`config.mk`:
```
export PLATFORM = sky130hd
export DESIGN_NAME = vsi_top
export DESIGN_NICKNAME = d
export VERILOG_FILES = /design/src/rtl/vsi_pkg.sv /design/src/rtl/vsi_line_ctr.sv /design/src/rtl/vsi_vmap.sv /design/src/rtl/vsi_irq_samp.sv /design/src/rtl/vsi_top.sv
export SDC_FILE = /design/constraint.sdc
export NUM_CORES = 1
export LEC_CHECK = 0
export BUFFER_PORTS_ARGS = -buffer_cell sky130_fd_sc_hd__buf_4
export CORE_MARGIN = 4
export CORE_UTILIZATION = 40
export CTS_BUF_LIST = sky130_fd_sc_hd__clkbuf_2
export CTS_CLUSTER_SIZE = 8
export DETAILED_ROUTE_END_ITERATION = 8
export PLACE_DENSITY_LB_ADDON = 0.2
export SKIP_LAST_GASP = 1
export SYNTH_ARGS = -nofsm -noshare
export SYNTH_HDL_FRONTEND = slang
export SYNTH_SLANG_ARGS = --single-unit
```
`constraint.sdc`:
```
create_clock -name clk -period 3.6 [get_ports clk]
set_clock_uncertainty 0.15 [all_clocks]
set_input_delay 0.72 -clock clk [delete_from_list [all_inputs] [get_ports clk]]
set_output_delay 0.72 -clock clk [all_outputs]
set_load 0.02 [all_outputs]
```
`src/rtl/vsi_pkg.sv`:
```
package vsi_pkg;
  localparam int unsigned VSI_V_BITS     = 8;
  localparam int unsigned VSI_VBLANK_END = 24;
  localparam int unsigned VSI_IRQ_BIT    = 5;
  localparam int unsigned VSI_PHASE_BIT  = 4;
  localparam int unsigned VSI_SYNC_STAGES = 2;
endpackage

```
`src/rtl/vsi_line_ctr.sv`:
```
module vsi_line_ctr #(
  parameter int unsigned V_BITS = vsi_pkg::VSI_V_BITS
) (
  input  logic              clk,
  input  logic              rst_n,
  input  logic              line_stb,
  input  logic              flip_req,
  output logic [V_BITS-1:0] raw_q,
  output logic              flip_q,
  output logic [V_BITS-1:0] raw_d,
  output logic              flip_d
);
  localparam logic [V_BITS-1:0] ONE = V_BITS'(1);

  // next-state: advance and resample flip only at a line boundary
  always_comb begin
    raw_d  = raw_q;
    flip_d = flip_q;
    if (line_stb) begin
      raw_d  = raw_q + ONE;
      flip_d = flip_req;
    end
  end

  always_ff @(posedge clk or negedge rst_n) begin
    if (!rst_n) begin
      raw_q  <= '0;
      flip_q <= 1'b0;
    end else if (line_stb) begin
      raw_q  <= raw_d;
      flip_q <= flip_d;
    end
  end

  // one step per strobe, modulo wrap
  a_r2_step: assert property (@(posedge clk) disable iff (!rst_n)
    line_stb |=> raw_q == $past(raw_q) + ONE);
  // flip state frozen inside a line
  a_r6_flip_hold: assert property (@(posedge clk) disable iff (!rst_n)
    !line_stb |=> $stable(flip_q) && $stable(raw_q));
endmodule

```
`src/rtl/vsi_vmap.sv`:
```
module vsi_vmap #(
  parameter int unsigned V_BITS = vsi_pkg::VSI_V_BITS
) (
  input  logic [V_BITS-1:0] raw,
  input  logic              flip,
  output logic [V_BITS-1:0] v
);
  // flipped: count runs backwards, 2^V_BITS - raw
  always_comb begin
    if (flip) v = {V_BITS{1'b0}} - raw;
    else      v = raw;
  end
endmodule

```
`src/rtl/vsi_irq_samp.sv`:
```
module vsi_irq_samp #(
  parameter int unsigned V_BITS    = vsi_pkg::VSI_V_BITS,
  parameter int unsigned IRQ_BIT   = vsi_pkg::VSI_IRQ_BIT,
  parameter int unsigned PHASE_BIT = vsi_pkg::VSI_PHASE_BIT
) (
  input  logic              clk,
  input  logic              rst_n,
  input  logic              line_stb,
  input  logic [V_BITS-1:0] v_nxt,
  input  logic              flip_nxt,
  output logic              irq_q
);
  localparam logic [IRQ_BIT-1:0] PHASE_PAT = IRQ_BIT'(1) << PHASE_BIT;

  logic [IRQ_BIT-1:0] want_low;
  logic               hit;
  logic               irq_d;

  always_comb begin
    want_low = flip_nxt ? PHASE_PAT : '0;
    hit      = line_stb && (v_nxt[IRQ_BIT-1:0] == want_low);
    irq_d    = hit ? ~v_nxt[IRQ_BIT] : irq_q;
  end

  always_ff @(posedge clk or negedge rst_n) begin
    if (!rst_n)   irq_q <= 1'b0;
    else if (hit) irq_q <= irq_d;
  end

  // no strobe, no change
  a_r7_hold: assert property (@(posedge clk) disable iff (!rst_n)
    !line_stb |=> $stable(irq_q));
endmodule

```
`src/rtl/vsi_top.sv`:
```
module vsi_top #(
  parameter int unsigned V_BITS      = vsi_pkg::VSI_V_BITS,
  parameter int unsigned VBLANK_END  = vsi_pkg::VSI_VBLANK_END,
  parameter int unsigned IRQ_BIT     = vsi_pkg::VSI_IRQ_BIT,
  parameter int unsigned PHASE_BIT   = vsi_pkg::VSI_PHASE_BIT,
  parameter int unsigned SYNC_STAGES = vsi_pkg::VSI_SYNC_STAGES
) (
  input  logic              clk,
  input  logic              rst_n,
  input  logic              line_stb,
  input  logic              flip_req,
  output logic              irq,
  output logic              vblank,
  output logic [V_BITS-1:0] v_eff
);
  localparam logic [V_BITS-1:0]  VB_LIM    = V_BITS'(VBLANK_END);
  localparam logic [IRQ_BIT-1:0] PHASE_PAT = IRQ_BIT'(1) << PHASE_BIT;

  // asynchronous assert, synchronous release
  logic [SYNC_STAGES-1:0] rst_pipe;
  logic                   rst_s_n;

  always_ff @(posedge clk or negedge rst_n) begin
    if (!rst_n) rst_pipe <= '0;
    else        rst_pipe <= {rst_pipe[SYNC_STAGES-2:0], 1'b1};
  end
  assign rst_s_n = rst_pipe[SYNC_STAGES-1];

  logic [V_BITS-1:0] raw_q, raw_d, v_nxt;
  logic              flip_q, flip_d;

  vsi_line_ctr #(.V_BITS(V_BITS)) u_ctr (
    .clk(clk), .rst_n(rst_s_n), .line_stb(line_stb), .flip_req(flip_req),
    .raw_q(raw_q), .flip_q(flip_q), .raw_d(raw_d), .flip_d(flip_d)
  );

  vsi_vmap #(.V_BITS(V_BITS)) u_map_now (
    .raw(raw_q), .flip(flip_q), .v(v_eff)
  );

  vsi_vmap #(.V_BITS(V_BITS)) u_map_nxt (
    .raw(raw_d), .flip(flip_d), .v(v_nxt)
  );

  vsi_irq_samp #(.V_BITS(V_BITS), .IRQ_BIT(IRQ_BIT), .PHASE_BIT(PHASE_BIT)) u_irq (
    .clk(clk), .rst_n(rst_s_n), .line_stb(line_stb),
    .v_nxt(v_nxt), .flip_nxt(flip_d), .irq_q(irq)
  );

  assign vblank = (v_eff < VB_LIM);

  // inverse mapping recovers the raw count
  a_r2_inverse: assert property (@(posedge clk) disable iff (!rst_s_n)
    (flip_q ? (V_BITS'(v_eff + raw_q) == '0) : (v_eff == raw_q)));
  // rising request only on the phase lines of the current flip state
  a_r5_rise_line: assert property (@(posedge clk) disable iff (!rst_s_n)
    $rose(irq) |-> (!v_eff[IRQ_BIT] && v_eff[IRQ_BIT-1:0] == (flip_q ? PHASE_PAT : '0)));
  // falling request only where bit 5 of V is set
  a_r5_fall_line: assert property (@(posedge clk) disable iff (!rst_s_n)
    $fell(irq) |-> v_eff[IRQ_BIT]);
  // outputs stay put inside a line
  a_r6_line_stable: assert property (@(posedge clk) disable iff (!rst_s_n)
    !line_stb |=> $stable(v_eff) && $stable(vblank));
  // reset state
  a_r8_reset: assert property (@(posedge clk)
    !rst_s_n |-> (!irq && v_eff == '0 && vblank));
endmodule

```
== Word level (Yosys, flattened, before mapping) ==
Index checks and enable logic that the tools add are counted.

* Bits in registers: 12
* Bits of input ports: 4
* Output and inout bits: 10
* Word-level logic and storage cells: 16

* Add/subtract/negate cells: 3
* $lt $le $gt $ge: 1
* Eq/ne operators: 1
* Muxes and demuxes: 5
* Bitwise logic cells: 1
* Reductions and logical operators: 1

{| class="wikitable"
|+ Operator list
! cell !! number
|-
| 8-bit two-way mux || 2
|-
| 8-bit by 1-bit adder with 8-bit output, second input constant || 1
|-
| 8-bit by 5-bit less-than comparator with 1-bit output, second input constant || 1
|-
| 1-bit by 8-bit subtractor with 8-bit output, first input constant || 1
|-
| 6-bit two-way mux || 1
|-
| 1-bit by 6-bit subtractor with 6-bit output, first input constant || 1
|-
| 5-bit equality test || 1
|-
| 5-bit two-way mux || 1
|-
| 1-bit logical AND || 1
|-
| 1-bit two-way mux || 1
|-
| 1-bit inverter || 1
|}

== Depth between registers and ports, before layout ==
* Depth in word-level cells: 6
* Depth in mapped cells: 12

== Cells and area by module ==
From an unflattened synthesis, not the netlist that was laid out.

* Cell total of the unflattened synthesis: 90
* Area, all modules: 949.7 um2

{| class="wikitable"
|+ By module, submodules not included
! module !! times used !! cells an instance !! area an instance (um2) !! sequential area each (um2)
|-
| vsi_line_ctr || 1 || 38 || 484.2 || 225.2
|-
| vsi_vmap at u_map_nxt || 1 || 21 || 171.4 || 0.0
|-
| vsi_vmap at u_map_now || 1 || 21 || 157.7 || 0.0
|-
| vsi_top || 1 || 4 || 68.8 || 50.0
|-
| vsi_irq_samp || 1 || 6 || 67.6 || 25.0
|}

== Worst setup path before layout ==
OpenSTA, ideal clock, no wires.

* Path kind: register -> output
* Start point: register u_ctr.raw_q[0]
* End point: output vblank
* Arrival: 1.799 ns
* Required time: 2.730 ns
* Path slack: 0.931 ns
* Cell stages (with the launch flop): 7
* Cells stage by stage: dfrtp_1 buf_4 inv_1 ha_1 a31oi_1 xor2_1 a2111oi_2

* Cells in the longest elaborated chain, start to end: 3

{| class="wikitable"
|+ RTL lines
! item !! line !! source
|-
| start: declaration || vsi_line_ctr.sv:8 || <nowiki>output logic [V_BITS-1:0] raw_q,</nowiki>
|-
| start signal: assignment || vsi_line_ctr.sv:30 || <nowiki>raw_q <= raw_d;</nowiki>
|-
| 1-bit by 8-bit subtractor with 8-bit output || vsi_vmap.sv:10 || <nowiki>if (flip) v = {V_BITS{1'b0}} - raw;</nowiki>
|-
| 8-bit two-way mux || vsi_vmap.sv:10 ||
|-
| named net v_eff[6] || vsi_top.sv:14 || <nowiki>output logic [V_BITS-1:0] v_eff</nowiki>
|-
| 8-bit by 5-bit less-than comparator with 1-bit output || vsi_top.sv:50 || <nowiki>assign vblank = (v_eff < VB_LIM);</nowiki>
|-
| end: declaration || vsi_top.sv:13 || <nowiki>output logic vblank,</nowiki>
|}

The timed path passes the listed nets, and every way through them passes these cells.

== Worst setup path in the final report ==
* Start point: register u_ctr.raw_q[0]
* End point: output vblank

* Cells in the longest elaborated chain, start to end: 3

{| class="wikitable"
|+ RTL lines
! item !! line
|-
| 1-bit by 8-bit subtractor with 8-bit output || vsi_vmap.sv:10
|-
| 8-bit two-way mux * || vsi_vmap.sv:10
|-
| 8-bit by 5-bit less-than comparator with 1-bit output * || vsi_top.sv:50
|}

Every way passes the cells marked *; elsewhere a longest branch is shown, timed or not.

==> results.toml <==
[run_status]
status = "finished clean"

[place]
place_ws_ps = 814
dp_hpwl_mm = 1.25
dpl.cell_count = 123
postPlaceCellArea_um2 = 956
io_buffers = 13
gp_congestion = 0.756

[power_and_ir_drop]
p_leak_nw = 0.455
total_power_mw = 0.929
ir_worst_vdd_uv = 420
pwr_density_cell_nw_per_um2 = 954

[setup_path]
crit_path_frequent_cell = "nand2_1"
arrival_ps = 2070
cp_cell_sequence = "inv_1 > ha_1 > nand2_1 > nand2_1 > xnor2_1 > a2111oi_2 > buf_4"
crit_path_end_kind = "output port"
worstSetupStartpointType = "register"
crit_type = "reg2out"
crit_slowest_cell = "dfrtp_1"
worst-r2r-cell-count = 11
cp_max_fo = 11
max_stage_delay_ps = 600
required_ps = 2730

[drt]
dr.pass1.iters = 1
vias = 634
viasPerCell = 4.99
routed_wl_mm = 1.62
wl_per_cell_um = 12.8
final_antenna_net_count = 0
drc_errors = 0
drt_iter0_markers = 0

[sta]
rsz0062_at_grt = "no"
finalHoldViolations = 0
post-route-period-util = 0.817
hold_slack_ps = 15.0
report.final.slew_viol_count = 0
fin_crit_ps = 2940
timing.fmax_mhz = 340
final.setup.worst_slack_ps = 657
setup_tns_ps = 0
setup_violations = 0

[floorplan]
die_area_um2 = 3000
row_count = 16
initial_utilization = 0.433
die_w_um = 54.8
ioPinCount = 14
core_um2 = 2020
die_y_um = 54.8

[global_route]
antenna_found_initial = 0
groute.usage.overall = 0.120
grt_pass1_wl_mm = 2.54
grt_max_degree = 13
grt-ovfl-total = 0
grt_pass1_vias = 552

[cts]
cts_tree = "yes"
clkLatencyLatePin_ps = 260
cts_root_buffer = "clkbuf_2"
cts_hold_buf = 0
cts.sinks = 12
post_cts_buffers = 0
cts_made_buffers = 3
clockBufferDepth = 2
cts_max_level = 1
cts-resized-gates = 0
path_clk_slew_ps = 120

[logic_synthesis]
synthCells = 89
ys_seq_area_frac = 0.343
yosysWarningCount = 0
syn_nets = 96
synthMuxAreaShare = 0.0300
syn_avg_cell_area_um2 = 9.83
ys_ff_latch = 12
syn_area_um2 = 875
synth_top_family_by_area = "compound AO/OA/AOI/OAI gates"
synth-adder-area-share = 0.0429
synth_xor_area_frac = 0.157
ys_types = 36
synth_compound_area_frac = 0.166
synth_simple_gate_area_frac = 0.160

[final_layout]
drive_gt1_frac = 0.310
final_cells = 127
final_cell_area_um2 = 975
fin_util = 0.482
nets = 108
area_growth_pct = 11.4
antennaDiodeCount = 0

[hold_path]
worstHoldPathType = "reg2async"

[job]
drv_cap = 0
==> synthesized netlist by cell type <==
master | instances | area (um^2)
dfrtp_1 | 12 | 300
inv_1 | 9 | 33.8
nand2_1 | 8 | 30.0
xnor2_1 | 7 | 61.3
nor2_1 | 6 | 22.5
xor2_1 | 5 | 43.8
o21ai_0 | 4 | 20.0
buf_4 | 3 | 22.5
ha_1 | 3 | 37.5
a31oi_1 | 2 | 12.5
buf_6 | 2 | 22.5
nand4_1 | 2 | 12.5
nand4_2 | 2 | 25.0
xor2_2 | 2 | 32.5
a2111oi_2 | 1 | 15.0
a211oi_2 | 1 | 12.5
a21bo_2 | 1 | 10.0
a21oi_1 | 1 | 5.00
buf_2 | 1 | 5.00
conb_1 | 1 | 3.75
mux2_2 | 1 | 11.3
mux2_4 | 1 | 15.0
nand2_2 | 1 | 6.26
nand2_4 | 1 | 11.3
nand2b_1 | 1 | 6.26
nand3_1 | 1 | 5.00
nor2b_1 | 1 | 6.26
nor3_1 | 1 | 5.00
nor3_2 | 1 | 10.0
o211ai_2 | 1 | 12.5
o21ai_1 | 1 | 5.00
o22ai_1 | 1 | 6.26
o31ai_1 | 1 | 7.51
o31ai_2 | 1 | 12.5
o32a_1 | 1 | 10.0
o32ai_2 | 1 | 16.3
==> power breakdown <==
group          internal (mW)  total, mW  switching (mW)
Sequential             0.182      0.295           0.113
Clock                 0.0241     0.0677          0.0435
Combinational          0.253      0.567           0.314
Total                  0.459      0.929           0.470
==> routing by layer <==
layer  global-route usage  routed length (um)  part of all wire
met5                    0                   0                 0
met4               0.0373                   8            0.0049
met3               0.0327                  73             0.045
met2                0.179                 752              0.46
met1                0.166                 789              0.49
==> path summary, 6_finish.rpt <==
| path | slack, ps | start | end |
|---|---|---|---|
| max | 660 | u_ctr.raw_q[0] | vblank |
| min | 20 | rst_pipe[1] | u_ctr.raw_q[4] |
| max reg2reg | 800 | u_ctr.raw_q[0] | u_irq.irq_q |
| min in group clk | 220 | rst_pipe[0] | rst_pipe[1] |
| min reg2reg | 20 | rst_pipe[1] | u_ctr.raw_q[4] |
| max in group asynchronous | 3010 | rst_pipe[1] | u_ctr.raw_q[0] |
==> layout by cell type (no fill, tap or decap), drive strengths merged, types with 3 or more instances in the layout <==
cell type  netlist  layout
buf              6      13
clkbuf           0       3
dfrtp           12      12
ha               3       3
inv              9       9
nand2           10      10
nand4            4       4
nor2             6       6
o21ai            5       5
xnor2            7       7
xor2             7       7
==> layout make-up <==
| cell class | count | area, um^2 |
|---|---|---|
| inverters | 9 | 33.8 |
| flip-flops and latches | 12 | 300 |
| repair buffers | 13 | 97.6 |
| clock buffers | 3 | 15.0 |
| clock inverters | 1 | 3.75 |
| fillers | 198 | 1050 |
| multi-input cells | 62 | 490 |
| well taps | 27 | 33.8 |
==> sequential cells by signal (all words and copies together), names as in the netlist <==
name,cells
u_ctr.raw_q,8
u_ctr.flip_q,1
u_irq.irq_q,1
rst_pipe,2
==> cells by family (layout without fill, tap and decap cells) <==
kind of cell / Yosys count / in the layout
AND/OR/NAND/NOR: 25 / 25
AO/OA/AOI/OAI: 17 / 17
buffers and inverters: 15 / 26
XOR/XNOR: 14 / 14
flip-flops: 12 / 12
adder cells (fa/ha/maj): 3 / 3
multiplexers: 2 / 2
other: 1 / 1
==> worst max-delay path, delay by kind of cell (launching register included) <==
family | cells | cell delay (ps)
compound gates | 1 | 370
xor+xnor | 1 | 170
fa+ha+maj | 1 | 240
buf+inv | 2 | 320
flops | 1 | 600
simple gates | 2 | 130
(Power assumes the default switching activity.)
